## config.mk

```make
export PLATFORM = sky130hd
export DESIGN_NAME = sport_regfifo
export DESIGN_NICKNAME = d
export VERILOG_FILES = /design/src/rtl/sport_pkg.sv /design/src/rtl/sport_fifo.sv /design/src/rtl/sport_engine.sv /design/src/rtl/sport_regfifo.sv
export SDC_FILE = /design/constraint.sdc
export NUM_CORES = 1
export LEC_CHECK = 0
export BUFFER_PORTS_ARGS = -buffer_cell sky130_fd_sc_hd__buf_2
export CAP_MARGIN = 0
export CORE_MARGIN = 8
export CORE_UTILIZATION = 50
export CTS_CLUSTER_DIAMETER = 30
export DETAILED_ROUTE_END_ITERATION = 7
export PLACE_DENSITY = 0.71
export SYNTH_ARGS = -nofsm -noshare
export SYNTH_HDL_FRONTEND = slang
export SYNTH_SLANG_ARGS = --single-unit
```

## constraint.sdc

```tcl
create_clock -name clk -period 4.71 [get_ports clk]
set_input_delay 0.942 -clock clk [delete_from_list [all_inputs] [get_ports clk]]
set_output_delay 0.942 -clock clk [all_outputs]
set_load 0.005 [all_outputs]
```

## src/rtl/sport_pkg.sv

```systemverilog
package sport_pkg;
    // word indices (byte offset >> 2)
    localparam int W_CTRL0  = 0;
    localparam int W_CTRL1  = 1;
    localparam int W_DATA   = 2;
    localparam int W_STAT   = 3;
    localparam int W_PRESC  = 4;
    localparam int W_IMASK  = 5;
    localparam int W_RAW    = 6;
    localparam int W_MASKED = 7;
    localparam int W_IDBASE = 'h3F8;

    // control 1 bit positions
    localparam int C1_LOOP = 0;
    localparam int C1_EN   = 1;

    typedef struct packed {
        logic [15:0] ctrl0;
        logic [3:0]  ctrl1;
        logic [7:0]  presc;
        logic [3:0]  imask;
    } regs_t;

    function automatic logic [7:0] id_byte(input logic [2:0] idx);
        case (idx)
            3'd0:    return 8'h22;
            3'd1:    return 8'h10;
            3'd2:    return 8'h04;
            3'd3:    return 8'h00;
            3'd4:    return 8'h0D;
            3'd5:    return 8'hF0;
            3'd6:    return 8'h05;
            default: return 8'hB1;
        endcase
    endfunction
endpackage

```

## src/rtl/sport_fifo.sv

```systemverilog
module sport_fifo #(
    parameter int W     = 16,
    parameter int DEPTH = 8,
    localparam int PTR_W = $clog2(DEPTH),
    localparam int CNT_W = $clog2(DEPTH + 1)
) (
    input  logic             clk,
    input  logic             rst_n,
    input  logic             push,
    input  logic [W-1:0]     push_data,
    input  logic             pop,
    output logic [W-1:0]     oldest,
    output logic [CNT_W-1:0] count
);
    typedef struct packed {
        logic [DEPTH-1:0][W-1:0] mem;
        logic [PTR_W-1:0]        head;
        logic [CNT_W-1:0]        cnt;
    } fifo_t;

    fifo_t st_d, st_q;
    logic [PTR_W-1:0] rd_idx;

    always_comb begin
        st_d = st_q;
        if (push) begin
            st_d.mem[st_q.head] = push_data;
            st_d.head = st_q.head + 1'b1;
        end
        st_d.cnt = st_q.cnt + CNT_W'(push) - CNT_W'(pop);
    end

    always_ff @(posedge clk) begin
        if (!rst_n) st_q <= '0;
        else        st_q <= st_d;
    end

    assign rd_idx = st_q.head - st_q.cnt[PTR_W-1:0];
    assign oldest = st_q.mem[rd_idx];
    assign count  = st_q.cnt;
endmodule

```

## src/rtl/sport_engine.sv

```systemverilog
module sport_engine #(
    parameter int W     = 16,
    parameter int DEPTH = 8,
    localparam int CNT_W = $clog2(DEPTH + 1)
) (
    input  logic             clk,
    input  logic             rst_n,
    input  logic             port_en,
    input  logic             loopback,
    input  logic [CNT_W-1:0] tx_cnt,
    input  logic [CNT_W-1:0] rx_cnt,
    input  logic [W-1:0]     tx_word,
    input  logic             xchg_ready,
    input  logic [W-1:0]     xchg_rx,
    output logic             xchg_valid,
    output logic [W-1:0]     xchg_tx,
    output logic             tx_pop,
    output logic             rx_push,
    output logic [W-1:0]     rx_word,
    output logic             busy
);
    typedef struct packed {
        logic pending;
    } eng_t;

    eng_t st_d, st_q;
    logic go;

    assign go = port_en && (tx_cnt != '0) && (rx_cnt < CNT_W'(DEPTH));

    always_comb begin
        st_d    = st_q;
        tx_pop  = 1'b0;
        rx_push = 1'b0;
        rx_word = xchg_rx;
        if (st_q.pending) begin
            if (xchg_ready) begin
                tx_pop       = 1'b1;
                rx_push      = 1'b1;
                st_d.pending = 1'b0;
            end
        end else if (go) begin
            if (loopback) begin
                tx_pop  = 1'b1;
                rx_push = 1'b1;
                rx_word = tx_word;
            end else begin
                st_d.pending = 1'b1;
            end
        end
    end

    always_ff @(posedge clk) begin
        if (!rst_n) st_q <= '0;
        else        st_q <= st_d;
    end

    assign xchg_valid = st_q.pending;
    assign xchg_tx    = tx_word;
    assign busy       = st_q.pending || go;
endmodule

```

## src/rtl/sport_regfifo.sv

```systemverilog
module sport_regfifo #(
    parameter int DATA_W     = 16,
    parameter int ADDR_W     = 12,
    parameter int FIFO_DEPTH = 8,
    localparam int CNT_W = $clog2(FIFO_DEPTH + 1),
    localparam int WA_W  = ADDR_W - 2
) (
    input  logic              clk,
    input  logic              rst_n,
    input  logic              bus_sel,
    input  logic              bus_wr,
    input  logic [ADDR_W-1:0] bus_addr,
    input  logic [DATA_W-1:0] bus_wdata,
    output logic [DATA_W-1:0] bus_rdata,
    output logic              xchg_valid,
    input  logic              xchg_ready,
    output logic [DATA_W-1:0] xchg_tx,
    input  logic [DATA_W-1:0] xchg_rx,
    output logic              irq
);
    import sport_pkg::*;

    localparam logic [WA_W-1:0] A_CTRL0  = WA_W'(W_CTRL0);
    localparam logic [WA_W-1:0] A_CTRL1  = WA_W'(W_CTRL1);
    localparam logic [WA_W-1:0] A_DATA   = WA_W'(W_DATA);
    localparam logic [WA_W-1:0] A_STAT   = WA_W'(W_STAT);
    localparam logic [WA_W-1:0] A_PRESC  = WA_W'(W_PRESC);
    localparam logic [WA_W-1:0] A_IMASK  = WA_W'(W_IMASK);
    localparam logic [WA_W-1:0] A_RAW    = WA_W'(W_RAW);
    localparam logic [WA_W-1:0] A_MASKED = WA_W'(W_MASKED);
    localparam logic [WA_W-1:0] A_IDBASE = WA_W'(W_IDBASE);
    localparam logic [CNT_W-1:0] FULL_CNT = CNT_W'(FIFO_DEPTH);
    localparam logic [CNT_W-1:0] HALF_CNT = CNT_W'(FIFO_DEPTH / 2);

    regs_t regs_d, regs_q;

    logic [WA_W-1:0]   waddr;
    logic              aligned, wr_acc, rd_acc;
    logic [DATA_W-1:0] size_mask;
    logic              port_en, loopback;
    logic              tx_push, rx_pop;
    logic [CNT_W-1:0]  tx_cnt, rx_cnt;
    logic [DATA_W-1:0] tx_oldest, rx_oldest, eng_rx_word;
    logic              eng_tx_pop, eng_rx_push, busy;
    logic [4:0]        stat;
    logic [3:0]        raw, masked;

    assign waddr   = bus_addr[ADDR_W-1:2];
    assign aligned = (bus_addr[1:0] == 2'b00);
    assign wr_acc  = bus_sel && bus_wr && aligned;
    assign rd_acc  = bus_sel && !bus_wr && aligned;

    // size field selects how many low bits survive
    always_comb begin
        for (int i = 0; i < DATA_W; i++) begin
            size_mask[i] = (i <= int'(regs_q.ctrl0[3:0]));
        end
    end

    assign port_en  = regs_q.ctrl1[C1_EN];
    assign loopback = regs_q.ctrl1[C1_LOOP];
    assign tx_push  = wr_acc && (waddr == A_DATA) && (tx_cnt != FULL_CNT);
    assign rx_pop   = rd_acc && (waddr == A_DATA) && (rx_cnt != '0);

    always_comb begin
        regs_d = regs_q;
        if (wr_acc) begin
            case (waddr)
                A_CTRL0: regs_d.ctrl0 = bus_wdata[15:0];
                A_CTRL1: regs_d.ctrl1 = bus_wdata[3:0];
                A_PRESC: regs_d.presc = bus_wdata[7:0];
                A_IMASK: regs_d.imask = bus_wdata[3:0];
                default: ;
            endcase
        end
    end

    always_ff @(posedge clk) begin
        if (!rst_n) regs_q <= '0;
        else        regs_q <= regs_d;
    end

    sport_fifo #(.W(DATA_W), .DEPTH(FIFO_DEPTH)) u_txq (
        .clk(clk), .rst_n(rst_n),
        .push(tx_push), .push_data(bus_wdata & size_mask),
        .pop(eng_tx_pop), .oldest(tx_oldest), .count(tx_cnt)
    );

    sport_fifo #(.W(DATA_W), .DEPTH(FIFO_DEPTH)) u_rxq (
        .clk(clk), .rst_n(rst_n),
        .push(eng_rx_push), .push_data(eng_rx_word & size_mask),
        .pop(rx_pop), .oldest(rx_oldest), .count(rx_cnt)
    );

    sport_engine #(.W(DATA_W), .DEPTH(FIFO_DEPTH)) u_eng (
        .clk(clk), .rst_n(rst_n),
        .port_en(port_en), .loopback(loopback),
        .tx_cnt(tx_cnt), .rx_cnt(rx_cnt), .tx_word(tx_oldest),
        .xchg_ready(xchg_ready), .xchg_rx(xchg_rx),
        .xchg_valid(xchg_valid), .xchg_tx(xchg_tx),
        .tx_pop(eng_tx_pop), .rx_push(eng_rx_push), .rx_word(eng_rx_word),
        .busy(busy)
    );

    assign stat   = {busy, rx_cnt == FULL_CNT, rx_cnt != '0,
                     tx_cnt != FULL_CNT, tx_cnt == '0};
    assign raw    = {tx_cnt <= HALF_CNT, rx_cnt >= HALF_CNT, 2'b00};
    assign masked = raw & regs_q.imask;
    assign irq    = |masked;

    always_comb begin
        bus_rdata = '0;
        if (rd_acc) begin
            if (waddr >= A_IDBASE) begin
                bus_rdata = DATA_W'(id_byte(waddr[2:0]));
            end else begin
                case (waddr)
                    A_CTRL0:  bus_rdata = DATA_W'(regs_q.ctrl0);
                    A_CTRL1:  bus_rdata = DATA_W'(regs_q.ctrl1);
                    A_DATA:   bus_rdata = (rx_cnt != '0) ? rx_oldest : '0;
                    A_STAT:   bus_rdata = DATA_W'(stat);
                    A_PRESC:  bus_rdata = DATA_W'(regs_q.presc);
                    A_IMASK:  bus_rdata = DATA_W'(regs_q.imask);
                    A_RAW:    bus_rdata = DATA_W'(raw);
                    A_MASKED: bus_rdata = DATA_W'(masked);
                    default:  bus_rdata = '0;
                endcase
            end
        end
    end
endmodule

```

# Yosys cells after proc, flatten, opt, wreduce, memory -nomap -nowiden
# Cells that the tools add are included.
# totals
register_bits	303
latch_bits	0
mem_bits_rw	0
rom_bits	0
inputBits	49
out_inout_bits	34
elab_cells	127
n_memories	0
# classes
add_sub_neg	8
n_mul	0
n_div	0
magnitude_cmp	25
n_eq_ne	15
shift	0
muxes	26
bitwise	3
n_reduce_logical	25
# op_table
operator	count
$bwmux 128	2
$mux 16	10
$pmux 16 s8	1
$bmux 16 s3	2
$demux 16 s3	2
$pmux 8 s7	1
$eq 10x3->1 const B	4
$and 16x16->16	2
$le 4x4->1 const A	8
$eq 10x2->1 const B	2
$le 3x4->1 const A	4
$lt 3x4->1 const B	4
$logic_and 1x1->1	12
$eq 10x1->1 const B	1
$ge 10x10->1 const B	1
$logic_not 10->1	1
$eq 3x3->1 const B	3
$add 4x1->4	2
$le 2x4->1 const A	2
$mux 1	8
$reduce_and 2->1	4
$reduce_bool 4->1	2
$sub 4x1->4	2
$add 3x1->3 const B	2
other kinds (17)	20

# Depth between registers and ports, before layout
# Gate-level depths: netlist of the first run.
# logic_depth
ltp_word	8
ltp_mapped	13
depth_no_buf	12

# Hierarchy
# A second synthesis of the first run with hierarchy kept.
# hier_totals
hier_cells	1710
hier_area_um2	15080.7
# by_module_without_submodules
mod	instances	cells_each	area_per_inst_um2	seq_area_each_um2
sport_fifo (u_rxq)	1	694	6165.9	2702.6
sport_fifo (u_txq)	1	694	6162.2	2702.6
sport_regfifo	1	276	2294.7	640.6
sport_engine	1	46	457.9	20.0

# Worst setup path after synthesis of the first run
# OpenSTA, ideal clock, no wires.
# synth_timing
path_type	register -> output
from	register u_rxq.st_q[4] in the netlist's numbering
to	output bus_rdata[11]
t_arrival_ps	2983
required_time_ps	3768
setup_slack_ps	785
path_stages_with_launch	13
path_buffers	4
path_cell_list	dfxtp_1 clkbuf_1 inv_1 ha_1 inv_1 fa_1 buf_2 buf_2 buf_2 mux4_2 mux2_2 a22oi_1 nor2_1
# synth_between
elab_chain_len	7
# synth_lines
item	line	source
start, declared	sport_fifo.sv:21	fifo_t st_d, st_q;
start signal, assigned	sport_fifo.sv:35	else st_q <= st_d;
$sub 3x3->3	sport_fifo.sv:38	assign rd_idx = st_q.head - st_q.cnt[PTR_W-1:0];
$bmux 16 s3	sport_fifo.sv:39	assign oldest = st_q.mem[rd_idx];
$mux 16 (not written as such)	sport_fifo.sv:39	
$mux 16	sport_regfifo.sv:120	A_DATA: bus_rdata = (rx_cnt != '0) ? rx_oldest : '0;
$pmux 16 s8	sport_regfifo.sv:117	case (waddr)
$mux 16	sport_regfifo.sv:114	if (waddr >= A_IDBASE) begin
$mux 16	sport_regfifo.sv:113	if (rd_acc) begin
end, declared	sport_regfifo.sv:14	output logic [DATA_W-1:0] bus_rdata,
# No other way between the ends. The select of a mux whose other input is x is not followed.

# Final worst setup path of the first run
# layout_timing
from	register u_rxq.st_q[4] in the netlist's numbering
to	output bus_rdata[2]
# The elaborated chain is that of the path after synthesis.

==> results by group, run 1 <==
GRT
  • Grt total ovfl: 0
  • Largest net degree at the start of global routing: 101
  • Vias in the first global route: approximately 11000
  • GRT Overall Usage: 23.4%
  • Initial antenna violation count: 1
  • Global-route wire length before repair: 63000 µm

Finish
  • Most frequent cells in the layout: dfxtp_1, nand3_1, o21ai_0
  • Most common cell after layout, fill and taps aside: dfxtp_1
  • Area Overhead vs Synth: 20.4%
  • Fin cells: between 1500 and 2000
  • # nets final: about 1600
  • Design area: 0.0168 mm²
  • Share of cells above drive strength 1: between 20% and 30%
  • Fill cell count: approximately 2300

Detailed routing
  • Residual DRC count: 0
  • Routed via count: 11865
  • Mean number of vias per cell: approximately 6
  • WL/cell: about 20 µm
  • Routed Antenna Nets: 0
  • Drt total wl: approximately 40000 µm
  • DRT iter0 DRCs: 1281
  • TritonRoute pass-1 iters: 5

Power
  • Lkg Pwr: 0.00706 µW
  • Pwr dens: roughly 420 mW/mm²
  • Total power: 7000 µW
  • Peak supply drop: ~0.00031 V

Worst setup path
  • Critical path required time: between 3000 and 4000 ps
  • CP Cell Sequence: inv_1, ha_1, inv_1, fa_2, buf_12, mux4_2, mux2i_1, nor2b_1, o311a_1, buf_2
  • Max Fanout on Critical Path: 9
  • Max incr delay on CP: approximately 660 ps
  • CP most frequent cell: inv_1
  • R2r startpoint: u_txq.st_q[4]
  • Setup crit end kind: output port
  • Startpoint Class: flop
  • Worst Setup SP: u_rxq.st_q[4]
  • WS Path Type: reg -> out
  • Crit path DAT: ~3600 ps
  • Slowest CP cell: fa_2
  • R2R Setup Slk: around 1300 ps

CTS
  • Clk_lat worst skew: around 560 ps
  • Total clock sinks: a little over 300
  • CTS max path bufs: 3
  • Hold_buf cts: 0
  • CTS clk-pin slew, worst paths: ~50 ps
  • H-tree depth: 2
  • Total CTS buffers: 56
  • Root Driver: clkbuf_16
  • CTS tree: done

Synthesis
  • Count of different cell masters after synthesis: 64
  • Number of synthesized flops with an enable pin: 0
  • Mapped Area: around 0.014 mm²
  • Seq/Total Area, Yosys: a little over two fifths
  • Synthesis Warnings: 0
  • Mapped Nets: 1537
  • FFs w/ async S/R, synth: 0%
  • Syn Inst Count: 1468
  • Syn Area/Cell: around 9.5 µm²
  • Prevailing post-synth register cell: dfxtp_1
  • Flops & latches, synth: approximately 300

Placement
  • IO buf count: 82
  • Placed cell area: between 0.01 and 0.015 mm²
  • Post-DP HPWL: 25600 µm
  • Post-Place Cells: between 1500 and 2000
  • Routability cong.: between 0.9 and 1

STA
  • Hold Slack: 457 ps
  • Max Fclk: ~0.22 GHz
  • Final period utilization: 96.0%
  • Slew margin rel.: between 20% and 30%
  • RSZ-0062 raised after global routing: false
  • Final Hold Fails: 0
  • Worst Tran Pin Value: ~1100 ps
  • Minimum clock period: around 4500 ps
  • TNS Setup: 0 ps
  • Final Setup Violations: 0
  • Final Slew Violations: 0
  • Clock Skew: 22.6 ps

Die
  • Die W: 183 µm
  • Core area: approximately 0.028 mm²
  • Initial core utilization: between 50% and 60%
  • Die area: 0.0336 mm²
  • IO Pins: 83
  • DIE HEIGHT: roughly 180 µm
  • Core Rows: 61

Worst hold path
  • Hold crit path type: reg -> reg
  • Hold Startpoint: u_txq.st_q[134]

Run
  • Max-Cap Viols: 0

Run status
  • Status: finished, final reports clean
-- state kept, by name (all words and copies together), names as in the netlist --
signal / cells
u_eng.xchg_valid: 1
port_en: 1
regs_q: 30
u_rxq.st_q: 131
loopback: 1
u_rxq.count: 4
u_txq.st_q: 131
u_txq.count: 4
-- repair_timing --
action	in CTS	in global routing
endpoints found under the setup margin	0	6
endpoints found under the hold margin	0	0
setup buffers	0	4
gates resized for setup	0	1
-- power breakdown --
part,internal [µW],switching (µW)
logic,31.3,81.3
clock network,2950,1370
registers,2570,0.0221
-- critical path: cells and delay by family, from the launching register on --
family                   cells  cell delay [ps]
flip-flops                   1              400
buffers and inverters        4              520
adder cells (fa/ha/maj)      2              830
AO/OA/AOI/OAI                1              360
multiplexers                 2              820
AND/OR/NAND/NOR              1               90
-- metal layers --
metal	wire length (µm)	vias up	GRT usage, %
li1	-	5476	-
met1	17800	5774	33.0
met2	17700	534	35.8
met3	3470	81	4.39
met4	1020	0	7.25
met5	0	-	0
-- stage by stage --
stage,setup WS [ps],util [%]
after floorplan,785,-
after global placement,728,53.2
after detailed placement,694,53.2
after CTS,82.4,60.7
after global routing,62.6,60.9
final,190,60.9
-- worst paths after layout --
kind,depth (start not counted),endpoint
worst max register to register,10,u_rxq.st_q[93]
worst max-delay path,10,bus_rdata[2]
worst min-delay path,2,u_txq.st_q[134]
worst min register to register,2,u_txq.st_q[134]
-- synthesized netlist by cell type (2+ instances only) --
library cell	number	area, µm²
nor2_2	2	12.5
a21oi_1	13	65.1
and3_1	45	282
a21o_1	70	526
nor3b_1	2	15.0
nor2b_1	15	93.8
nand4b_1	4	35.0
clkbuf_1	93	349
nor4_1	4	25.0
nor3_1	44	220
and2_1	15	93.8
or3_1	5	31.3
o31a_1	2	17.5
buf_2	15	75.1
xnor2_1	7	61.3
o31ai_1	2	15.0
nor2_1	63	236
a221oi_1	9	78.8
a211oi_1	2	15.0
nand4_1	10	62.6
o211ai_1	4	30.0
dfxtp_1	303	6070
ha_1	16	200
a31o_2	35	307
xor2_1	4	35.0
fa_1	4	80.1
o21ai_0	140	701
buf_1	15	56.3
o21ba_2	2	20.0
o21ai_1	10	50.1
nand2b_1	2	12.5
nand3_1	167	836
mux4_2	64	1440
a22oi_1	8	60.1
buf_4	4	30.0
inv_1	21	78.8
a21boi_0	29	218
mux2i_1	36	360
nand2_1	119	447
o21a_1	7	52.6
mux2_2	29	327
and4_1	2	17.5
a31oi_1	4	25.0
-- layout make-up --
cell class | count | area [µm²] | area share, %
Multi-Input combinational cell | 1015 | 7360 | 43.8
Sequential cell | 303 | 6070 | 36.1
Clock buffer | 70 | 1560 | 9.30
Timing Repair Buffer | 122 | 769 | 4.57
Clock inverter | 34 | 504 | 3.00
Tap cell | 378 | 473 | 2.81
Inverter | 22 | 82.6 | 0.491
Antenna cell | 1 | 2.50 | 0.0149
-- logic make-up (layout without fill, tap and decap cells) --
| family | after synthesis | in the layout | share of synthesized area [%] |
|---|---|---|---|
| buffers and inverters | 150 | 248 | 4.32 |
| AO/OA/AOI/OAI | 349 | 349 | 16.4 |
| AND/OR/NAND/NOR | 505 | 505 | 17.8 |
| flip-flops | 303 | 303 | 43.4 |
| multiplexers | 129 | 129 | 15.2 |
| adder cells (fa/ha/maj) | 20 | 20 | 2.01 |
| XOR/XNOR | 12 | 12 | 0.850 |
| other | 0 | 1 | 0 |
Power figures use the tool's default switching activity.
==> run 2: changes to the inputs <==
--- a/config.mk
+++ b/config.mk
@@ -5,13 +5,16 @@
 export SDC_FILE = /design/constraint.sdc
 export NUM_CORES = 1
 export LEC_CHECK = 0
+export ABC_AREA = 1
 export BUFFER_PORTS_ARGS = -buffer_cell sky130_fd_sc_hd__buf_2
 export CAP_MARGIN = 0
+export CELL_PAD_IN_SITES_DETAIL_PLACEMENT = 0
+export CELL_PAD_IN_SITES_GLOBAL_PLACEMENT = 2
 export CORE_MARGIN = 8
-export CORE_UTILIZATION = 50
+export CORE_UTILIZATION = 35
 export CTS_CLUSTER_DIAMETER = 30
 export DETAILED_ROUTE_END_ITERATION = 7
-export PLACE_DENSITY = 0.71
+export PLACE_DENSITY = 0.83
 export SYNTH_ARGS = -nofsm -noshare
 export SYNTH_HDL_FRONTEND = slang
 export SYNTH_SLANG_ARGS = --single-unit
==> results by group, run 2 <==
Detailed routing
  • DRT iter0 DRCs: between 1000 and 1500
  • Residual DRC count: 0
  • TritonRoute pass-1 iters: 5
  • Drt total wl: between 50000 and 60000 µm
  • Routed Antenna Nets: 0
  • Routed via count: approximately 14000
  • Mean number of vias per cell: just over 5
  • WL/cell: between 15 and 20 µm

Synthesis
  • Mapped Nets: 2228
  • Flops & latches, synth: 303
  • Number of synthesized flops with an enable pin: 0
  • Count of different cell masters after synthesis: 40
  • Cell taking the most area after synthesis: dfxtp_1
  • Count leader, synth: nand2_1
  • Prevailing post-synth register cell: dfxtp_1
  • Mapped Area: about 0.015 mm²
  • Commonest cells post-synth: nand2_1, a21oi_1, dfxtp_1, o21ai_0, inv_1
  • FFs w/ async S/R, synth: 0%
  • Synthesis Warnings: 0
  • Syn Area/Cell: around 6.8 µm²
  • Syn Inst Count: approximately 2200
  • Synth top area share: approximately 41%
  • Synth area leaders: dfxtp_1, a21oi_1, nand2_1
  • Seq/Total Area, Yosys: roughly two fifths

STA
  • Clock Skew: 23.6 ps
  • Final Slew Violations: 0
  • TNS Setup: 0 ps
  • Final Hold Fails: 0
  • Worst Tran Pin Value: between 1000 and 1500 ps
  • Max Fclk: 0.227 GHz
  • Minimum clock period: 4400 ps
  • Final Setup Violations: 0
  • Slew margin rel.: between 20% and 30%
  • Final period utilization: about 93%
  • RSZ-0062 raised after global routing: false
  • PnR worst setup slack: 312 ps

GRT
  • Grt total ovfl: 0
  • GRT Overall Usage: 21.0%
  • Initial antenna violation count: 0
  • Global-route wire length before repair: 81700 µm
  • Largest net degree at the start of global routing: about 170
  • Vias in the first global route: 13888

Finish
  • Most frequent cells in the layout: nand2_1, a21oi_1, dfxtp_1
  • # nets final: roughly 2300
  • Most common cell after layout, fill and taps aside: nand2_1
  • Biggest regs: u_rxq.st_q (131), u_txq.st_q (131), regs_q (30)
  • Share of cells above drive strength 1: about 14%
  • Area Overhead vs Synth: 24.2%
  • N_diodes: 0

Die
  • Die W: 221 µm
  • IO Pins: 83
  • Initial core utilization: 35.4%
  • Core area: around 0.042 mm²
  • Die area: 0.0490 mm²
  • Core Rows: 75
  • DIE HEIGHT: 221 µm

CTS
  • Total CTS buffers: just over 80
  • CTS clk-pin slew, worst paths: about 50 ps
  • Root Driver: clkbuf_16
  • Hold_buf cts: 0
  • H-tree depth: 3
  • Postcts setup bufs: 0
  • Clk_lat worst skew: roughly 590 ps
  • CTS max path bufs: 3
  • Post-CTS Resized: 0
  • CTS tree: done
  • Total clock sinks: 303

Worst setup path
  • Startpoint Class: flop
  • Worst R2R Path Depth: 13
  • Crit path max-delay family: buffers and inverters
  • Setup crit end kind: output port
  • WS Path Type: reg -> out
  • CP most frequent cell: inv_1
  • Slowest CP cell: dfxtp_1
  • Crit path DAT: 3460 ps
  • Levels on crit path: 11
  • Critical path required time: 3770 ps
  • Max Fanout on Critical Path: 16
  • CP Buf/Inv Count: 5
  • CP Cell Sequence: inv_1, ha_1, inv_1, fa_1, buf_4, inv_1, o21ai_0, o221ai_1, nand3_1, a21oi_1, buf_2
  • Max incr delay on CP: 440 ps

Placement
  • IO buf count: 82
  • Pre-CTS WS: between 900 and 1000 ps
  • Routability cong.: 0.846
  • Post-DP HPWL: 34200 µm

Power
  • Lkg Pwr: roughly 0.0086 µW
  • Total power: 8340 µW
  • Pwr dens: roughly 450 mW/mm²
  • Peak supply drop: 0.000292 V

Run status
  • Status: finished, final reports clean

Worst hold path
  • Hold Path Stages: 2
  • Hold crit path type: reg -> reg

Run
  • Max-Cap Viols: 0
run 2: changes by cell type after synthesis, sizes merged, moves of 42 or more:
cell,before,now
inv,22,271
mux4,64,0
nand2,119,450
o21ai,150,302
a21oi,13,356
nand3,167,69
nor2,65,166
nor3,44,2
a21o,70,1
and3,45,0
run 2: final cells by class:
type / count / area (µm²)
sequential: 303 / 6070
multi-input combinational: 1454 / 7130
clock inverter: 43 / 505
inverter: 271 / 1020
tap: 539 / 674
clock buffer: 108 / 2340
timing repair buffer: 107 / 617
fill: 4236 / 23400
run 2: where the power goes:
| part | total, µW | switching (µW) | internal [µW] |
|---|---|---|---|
| logic | 114 | 87.8 | 26.0 |
| clock network | 5650 | 1680 | 3960 |
| registers | 2570 | 0.0305 | 2570 |
run 2: per-layer routing:
metal	routed length (µm)	GRT usage [%]
met1	25500	29.2
met2	23000	32.3
met3	3560	4.43
met4	948	6.41
met5	0	0
run 2: through the flow:
stage	cells	hold WS, ps	utilization (%)	cell area, µm²
3_5_place_dp	2674	475	37.1	15500
5_1_grt	2825	521	43.9	18300
3_3_place_gp	2674	469	37.1	15500
2_1_floorplan	2159	425	-	14800
6_report	2825	486	43.9	18300
4_1_cts	2825	482	43.9	18300
run 2: tightest hold or removal path, cell delays in order (launching register included):
cell     delay [ps]
dfxtp_1         300
inv_1            70
a21oi_1          60
run 2: final timing paths:
kind,slack (ps),end,from
setup / recovery,310,bus_rdata[6],u_rxq.st_q[4]
hold / removal,490,port_en,port_en
hold reg to reg,490,port_en,port_en
setup reg to reg,1490,u_rxq.st_q[70],u_txq.st_q[4]
run 2: logic make-up (layout without fill, tap and decap cells):
logic type                 after synthesis  after routing  share of synthesized area [%]
and+or+nand+nor                        734            734                           21.6
AOI/OAI and AO/OA                      696            696                           24.5
buffers and inverters                  402            529                           10.7
DFF                                    303            303                           41.1
adders and majority gates               20             20                           1.90
xor gates and xnor gates                 4              4                          0.288
